**config.mk**
```make
export PLATFORM = sky130hd
export DESIGN_NAME = nextpc_unit
export DESIGN_NICKNAME = d
export VERILOG_FILES = /design/src/rtl/nextpc_pkg.sv /design/src/rtl/nextpc_brcheck.sv /design/src/rtl/nextpc_seqadd.sv /design/src/rtl/nextpc_select.sv /design/src/rtl/nextpc_unit.sv
export SDC_FILE = /design/constraint.sdc
export NUM_CORES = 1
export LEC_CHECK = 0
export BUFFER_PORTS_ARGS = -buffer_cell sky130_fd_sc_hd__buf_2
export CAP_MARGIN = 0
export CORE_MARGIN = 3
export CORE_UTILIZATION = 46
export CTS_CLUSTER_DIAMETER = 80
export DETAILED_ROUTE_END_ITERATION = 6
export PLACE_DENSITY = 0.82
export SLEW_MARGIN = 20
export SYNTH_ARGS = -nofsm -noshare
export SYNTH_HDL_FRONTEND = slang
export SYNTH_SLANG_ARGS = --single-unit
```
**constraint.sdc**
```tcl
create_clock -name clk -period 7.2 [get_ports clk]
set_input_delay 1.44 -clock clk [delete_from_list [all_inputs] [get_ports clk]]
set_output_delay 1.44 -clock clk [all_outputs]
set_load 0.005 [all_outputs]
```
**src/rtl/nextpc_pkg.sv**
```systemverilog
package nextpc_pkg;

    typedef enum logic [1:0] {
        BRK_NONE = 2'd0,
        BRK_LTZ  = 2'd1,
        BRK_EQ   = 2'd2,
        BRK_NE   = 2'd3
    } br_kind_e;

    typedef enum logic [1:0] {
        SRC_SEQ  = 2'd0,
        SRC_JUMP = 2'd1,
        SRC_REG  = 2'd2,
        SRC_TRAP = 2'd3
    } pc_src_e;

endpackage

```
**src/rtl/nextpc_brcheck.sv**
```systemverilog
module nextpc_brcheck
    import nextpc_pkg::*;
#(
    parameter int XLEN = 32
) (
    input  logic [XLEN-1:0] op_a,
    input  logic [XLEN-1:0] op_b,
    input  br_kind_e        kind,
    output logic            taken
);
    logic same;

    assign same = (op_a == op_b);

    always_comb begin
        unique case (kind)
            BRK_NONE: taken = 1'b0;
            BRK_LTZ:  taken = op_a[XLEN-1];
            BRK_EQ:   taken = same;
            BRK_NE:   taken = !same;
            default:  taken = 1'b0;
        endcase
    end
endmodule

```
**src/rtl/nextpc_seqadd.sv**
```systemverilog
module nextpc_seqadd #(
    parameter int PCW  = 30,
    parameter int IMMW = 16
) (
    input  logic [PCW-1:0]  cur,
    input  logic [IMMW-1:0] offset,
    input  logic            use_off,
    output logic [PCW-1:0]  seq_next,
    output logic [PCW-1:0]  plus_one
);
    localparam int EXTW = PCW - IMMW;

    logic [PCW-1:0] off_ext;
    logic [PCW-1:0] addend;

    generate
        if (EXTW > 0) begin : g_ext
            assign off_ext = {{EXTW{offset[IMMW-1]}}, offset};
        end else begin : g_trunc
            assign off_ext = offset[PCW-1:0];
        end
    endgenerate

    // The offset is gated to zero, so one carry-in adder serves both the
    // plain step and the taken branch.
    assign addend   = use_off ? off_ext : '0;
    assign seq_next = cur + addend + PCW'(1);
    assign plus_one = cur + PCW'(1);
endmodule

```
**src/rtl/nextpc_select.sv**
```systemverilog
module nextpc_select
    import nextpc_pkg::*;
#(
    parameter int             PCW  = 30,
    parameter int             JTAW = 26,
    parameter int             XLEN = 32,
    parameter logic [PCW-1:0] TRAP_WADDR = '0
) (
    input  pc_src_e         src,
    input  logic [PCW-1:0]  cur,
    input  logic [PCW-1:0]  seq_next,
    input  logic [JTAW-1:0] jump_tgt,
    input  logic [XLEN-1:0] reg_tgt,
    output logic [PCW-1:0]  chosen
);
    localparam int PAGEW = PCW - JTAW;

    logic [PCW-1:0] jump_full;

    generate
        if (PAGEW > 0) begin : g_page
            assign jump_full = {cur[PCW-1 -: PAGEW], jump_tgt};
        end else begin : g_flat
            assign jump_full = jump_tgt[PCW-1:0];
        end
    endgenerate

    always_comb begin
        unique case (src)
            SRC_SEQ:  chosen = seq_next;
            SRC_JUMP: chosen = jump_full;
            SRC_REG:  chosen = reg_tgt[XLEN-1:2];
            SRC_TRAP: chosen = TRAP_WADDR;
            default:  chosen = seq_next;
        endcase
    end
endmodule

```
**src/rtl/nextpc_unit.sv**
```systemverilog
module nextpc_unit
    import nextpc_pkg::*;
#(
    parameter int               XLEN          = 32,
    parameter int               IMMW          = 16,
    parameter int               JTAW          = 26,
    parameter logic [XLEN-3:0]  RESET_WADDR   = '0,
    parameter logic [XLEN-3:0]  SYSCALL_WADDR = 30'h0000_0040
) (
    input  logic            clk,
    input  logic            rst_n,
    input  logic [1:0]      pc_src,
    input  logic [1:0]      br_type,
    input  logic [IMMW-1:0] imm16,
    input  logic [JTAW-1:0] jta,
    input  logic [XLEN-1:0] rs_val,
    input  logic [XLEN-1:0] rt_val,
    output logic [XLEN-3:0] pc_word,
    output logic [XLEN-3:0] next_pc,
    output logic [XLEN-3:0] incr_pc,
    output logic            br_taken
);
    localparam int PCW = XLEN - 2;

    logic [PCW-1:0] pc_q;
    logic [PCW-1:0] seq_next;
    logic [PCW-1:0] chosen;

    nextpc_brcheck #(.XLEN(XLEN)) u_brcheck (
        .op_a  (rs_val),
        .op_b  (rt_val),
        .kind  (br_kind_e'(br_type)),
        .taken (br_taken)
    );

    nextpc_seqadd #(.PCW(PCW), .IMMW(IMMW)) u_seqadd (
        .cur      (pc_q),
        .offset   (imm16),
        .use_off  (br_taken),
        .seq_next (seq_next),
        .plus_one (incr_pc)
    );

    nextpc_select #(
        .PCW        (PCW),
        .JTAW       (JTAW),
        .XLEN       (XLEN),
        .TRAP_WADDR (SYSCALL_WADDR)
    ) u_select (
        .src      (pc_src_e'(pc_src)),
        .cur      (pc_q),
        .seq_next (seq_next),
        .jump_tgt (jta),
        .reg_tgt  (rs_val),
        .chosen   (chosen)
    );

    // State register: Reset -> RESET_WADDR, otherwise Advance.
    always_ff @(posedge clk or negedge rst_n) begin
        if (!rst_n) pc_q <= RESET_WADDR;
        else        pc_q <= chosen;
    end

    assign pc_word = pc_q;
    assign next_pc = chosen;
endmodule

```
# [Word-level counts from Yosys, hierarchy flattened]
# Index checks and enable logic that the tools add are counted.
[word_totals] ff_bits=30 in_bits=112 out_inout_bits=91 word_cells=17
[classes] addsub=3 eq_ne=7 n_mux=3 n_reduce_logical=3
[op_table] cell="$pmux W30 S4" count=1
[op_table] cell="$add A30 B1 Y30 const B" count=2
[op_table] cell="$eq A32 B32 Y1" count=1
[op_table] cell="$add A30 B30 Y30" count=1
[op_table] cell="$mux W30" count=1
[op_table] cell="$eq A2 B2 Y1 const B" count=4
[op_table] cell="$eq A2 B1 Y1 const B" count=2
[op_table] cell="$logic_not A2 Y1" count=2
[op_table] cell="$pmux W1 S4" count=1
[op_table] cell="$logic_not A1 Y1" count=1

# [Longest topological paths before layout]
[logic_depth] word_depth=7 mapped_depth=20 mapped_depth_nobuf=18

# [Modules after synthesis]
# Synthesis repeated with hierarchy kept, for this count alone.
[unflattened] hier_cells=472 hier_area_um2=4006.3
[by_module_without_submodules] mod="nextpc_seqadd" n_inst=1 cells_per_inst=324 area_per_inst_um2=2153.3
[by_module_without_submodules] mod="nextpc_unit" n_inst=1 cells_per_inst=30 area_per_inst_um2=750.7
[by_module_without_submodules] mod="nextpc_select" n_inst=1 cells_per_inst=72 area_per_inst_um2=732.0
[by_module_without_submodules] mod="nextpc_brcheck" n_inst=1 cells_per_inst=46 area_per_inst_um2=370.4

# [Worst setup path after synthesis]
# Ideal clock, no wire load.
[synth_path] kind="input -> output" startpoint="input port rs_val[2]" endpoint="output port next_pc[28]" t_arrival_ps=5122 slack_ps=638 path_stages=19 path_buffers=2 path_cell_list="xor2_1 > nor4_1 > nand4_1 > nor3_1 > mux2i_1 > clkbuf_1 > nand2_1 > inv_1 > ha_1 > clkbuf_1 > a21o_1 > a21oi_1 > o21ai_0 > a211oi_1 > a211oi_1 > o31ai_1 > o21ai_0 > xnor2_1 > o21ai_0"
[synth_via] elab_chain_cells=7
[synth_lines] element="start: declaration" line_no="nextpc_unit.sv:16" source="input logic [XLEN-1:0] rs_val,"
[synth_lines] element="$eq A32 B32 Y1 *" line_no="nextpc_brcheck.sv:13" source="assign same = (op_a == op_b);"
[synth_lines] element="$logic_not A1 Y1" line_no="nextpc_brcheck.sv:20" source="BRK_NE: taken = !same;"
[synth_lines] element="$pmux W1 S4 *" line_no="nextpc_brcheck.sv:16" source="unique case (kind)"
[synth_lines] element="$mux W30 *" line_no="nextpc_seqadd.sv:26" source="assign addend = use_off ? off_ext : '0;"
[synth_lines] element="$add A30 B30 Y30 *" line_no="nextpc_seqadd.sv:27" source="assign seq_next = cur + addend + PCW'(1);"
[synth_lines] element="$add A30 B1 Y30 *" line_no="nextpc_seqadd.sv:27"
[synth_lines] element="$pmux W30 S4 *" line_no="nextpc_select.sv:29" source="unique case (src)"
[synth_lines] element="end: declaration" line_no="nextpc_unit.sv:19" source="output logic [XLEN-3:0] next_pc,"
# Every way passes the cells marked *; elsewhere a longest branch is shown, timed or not.

# [Worst setup path after layout]
[layout_path] startpoint="input port rs_val[16]" endpoint="output port next_pc[29]"
# The elaborated chain is that of the path after synthesis.

==> flow_metrics.env <==
export IMPL_synth_top_cell_area_share=0.199
export IMPL_clock_root_buffer="clkbuf_8"
export IMPL_ys_ff_latch=30
export IMPL_routedWlPerCell_um=17.1
export IMPL_synth_area_leaders="dfrtp_1, xor2_1, ha_1"
export IMPL_tightest_slew_ps=717
export IMPL_arrival_ps=5570
export IMPL_crit_family="simple AND/OR/NAND/NOR gates"
export IMPL_synthCells=488
export IMPL_max_freq_mhz=143
export IMPL_dp_hpwl_um=11500
export IMPL_slew_violations=0
export IMPL_numClockSinks=30
export IMPL_final_common_cell="buf_2"
export IMPL_synth_top_area_cell="dfrtp_1"
export IMPL_clockBufferDepth=2
export IMPL_vias_per_cell=5.63
export IMPL_worst_path_max_fanout=20
export IMPL_cts_tree="yes"
export IMPL_yosysSeqAreaShare=0.199
export IMPL_num_io_pins=203
export IMPL_r2r_slack_ps=4100
export IMPL_place_congestion=0.991
export IMPL_async_flop_share=1.00
export IMPL_post_cts_resized=0
export IMPL_slew_headroom=0.522
export IMPL_largest_reg_flops=30
export IMPL_hold_buffers=0
export IMPL_outcome="finished, final reports clean"
export IMPL_pwr_share_seq=0.300
export IMPL_fin_setup_tns_ps=0
export IMPL_finalClockSkew_ps=9.27
export IMPL_cts_htree_levels=2
export IMPL_critPathSlowestCell="or3_4"
export IMPL_post_cts_buffers=0
export IMPL_switching_share=0.407
export IMPL_die_height_um=96.7
export IMPL_netlist_area_um2=3780
export IMPL_port_buffers=202
export IMPL_internal_power_w=0.000440
export IMPL_rsz0062_at_grt="false"
export IMPL_grt_pass1_wl_um=22100
export IMPL_maxCapViolations=0
export IMPL_critical_path_class="in2out"
export IMPL_clockPowerShare=0.181
export IMPL_antennaDiodeCount=0
export IMPL_first_pass_iters=5
export IMPL_switchingPower_w=0.000302
export IMPL_synth_edff_count=0
export IMPL_grt_use_total=0.283
export IMPL_setup_violations_final=0
export IMPL_first_iter_violations=179
export IMPL_period_minus_slack_ps=7010
export IMPL_grt_pass1_vias=4484
export IMPL_final_cell_mix="buf_2, nand2_1, xor2_1"
export IMPL_hold_class="reg2reg"
export IMPL_critPathBufInv=3
export IMPL_cts_made_buffers=5
export IMPL_endpoint_kind="output pin"
export IMPL_drc=0
export IMPL_cpMostUsedCell="buf_2"
export IMPL_dieArea_um2=9340
export IMPL_finalHoldViolCount=0
export IMPL_drtAntennaViolNets=0
export IMPL_core_area_um2=7850
export IMPL_p_per_area_nw_per_um2=143
export IMPL_n_fill_cell=687
export IMPL_synthFlopType="dfrtp_1"
export IMPL_combPwrFrac=0.520
export IMPL_slowest_delay_ps=410
export IMPL_ir_drop_v=0.0000871
export IMPL_routed_via_count=4570
export IMPL_ys_types=49
export IMPL_initial_utilization=0.482
export IMPL_start_kind="input pin"
export IMPL_grt_ovfl_total=0
export IMPL_yosysWarningCount=0
export IMPL_critPathRequiredTime_ps=5760
export IMPL_path_cells="buf_2 -> xor2_1 -> nor4_2 -> nand4_1 -> nor3_1 -> mux2i_1 -> buf_6 -> and2_1 -> ha_1 -> nor2b_1 -> o31a_1 -> o21ai_2 -> a311o_2 -> a211oi_4 -> or3_4 -> a2111oi_4 -> nor4_1 -> nand3b_1 -> buf_2"
export IMPL_grt_max_degree=45
export IMPL_antenna_found_initial=0
export IMPL_clk_latency_ps=280
export IMPL_fin_ws_ps=195
export IMPL_syn2layout_area_growth_pct=37.4
export IMPL_syn_nets=631
export IMPL_synth_avg_cell_area_um2=7.75
export IMPL_finalCritPeriodShare=0.973
export IMPL_post_place_ws_ps=109
export IMPL_p_leak_nw=2.68
export IMPL_wl_um=13900
export IMPL_rows=32
export IMPL_clk_pin_slew_ps=70
export IMPL_fp_dieW_um=96.7
export IMPL_drive_above_1_share=0.352
export IMPL_nNetsFinal=853
final timing paths:
| check | startpoint | end | depth (start not counted) |
|---|---|---|---|
| min reg2reg | pc_word[29] | pc_word[29] | 2 |
| max in group asynchronous | rst_n | pc_word[17] | 1 |
| min | pc_word[29] | pc_word[29] | 2 |
| min in group asynchronous | rst_n | pc_word[26] | 1 |
| max reg2reg | pc_word[0] | pc_word[12] | 14 |
| max | rs_val[16] | next_pc[29] | 19 |
layout make-up:
class,count,area (um^2),share of cell area
clock buffers,7,76.3,0.0147
multi-input cells,426,2950,0.568
inverters,17,63.8,0.0123
well taps,102,128,0.0246
flip-flops and latches,30,751,0.144
repair buffers,230,1220,0.236
metrics by stage:
step	utilization	hold WS, ps	instance area, um^2	instances	total power [W]
floorplan	-	616	3780	488	0.000427
global placement	0.647	652	5080	805	0.000596
detailed placement	0.647	648	5080	805	0.000603
CTS	0.657	670	5150	812	0.000739
global route	0.662	730	5200	812	0.000793
finish	0.662	663	5200	812	0.000742
worst reg2reg max path: stages, from the launching register on:
cell,delay (ps)
dfrtp_1,450
inv_1,120
ha_1,190
inv_1,70
fa_1,410
a21o_1,210
a21oi_2,150
o21a_1,160
o21ai_0,100
a21oi_1,190
o21bai_1,130
a2111oi_2,390
buf_4,170
nor3_1,40
nand3b_1,190
power groups by stage:
stage               logic [W]  clock network [W]  registers, W
floorplan            0.000206                  0      0.000220
global placement     0.000372                  0      0.000224
detailed placement   0.000378                  0      0.000225
CTS                  0.000381           0.000136      0.000222
global route         0.000426           0.000140      0.000227
finish               0.000386           0.000134      0.000222
layer usage:
metal / routed length [um] / track usage / share of wire / up-vias
li1: - / - / - / 2202
met1: 5830 / 0.366 / 0.42 / 2119
met2: 6750 / 0.488 / 0.48 / 226
met3: 1030 / 0.0440 / 0.074 / 23
met4: 310 / 0.0821 / 0.022 / 0
met5: 0 / 0 / 0 / -
logic make-up (layout without fill, tap and decap cells):
kind of cell,after synthesis,in the layout,share of synthesized area
compound gates,143,143,0.249
xor+xnor,81,81,0.188
fa+ha+maj,31,31,0.105
buf+inv,32,254,0.0318
flops,30,30,0.199
mux,3,3,0.00794
simple gates,168,168,0.221
Yosys cell counts (all sizes together), types with 3 or more instances:
cell,instances
a211o,3
a211oi,6
a21boi,3
a21o,11
a21oi,36
a22o,8
a22oi,6
a31oi,3
and2,15
and3,5
and4,4
clkbuf,14
dfrtp,30
ha,30
inv,17
mux2i,3
nand2,52
nand2b,3
nand3,15
nand4,12
nor2,30
nor2b,3
nor3,11
nor4,9
o21a,7
o21ai,38
o21bai,6
o31ai,5
or3,4
xnor2,35
xor2,46
No activity file was read; power rests on OpenSTA's default activity.
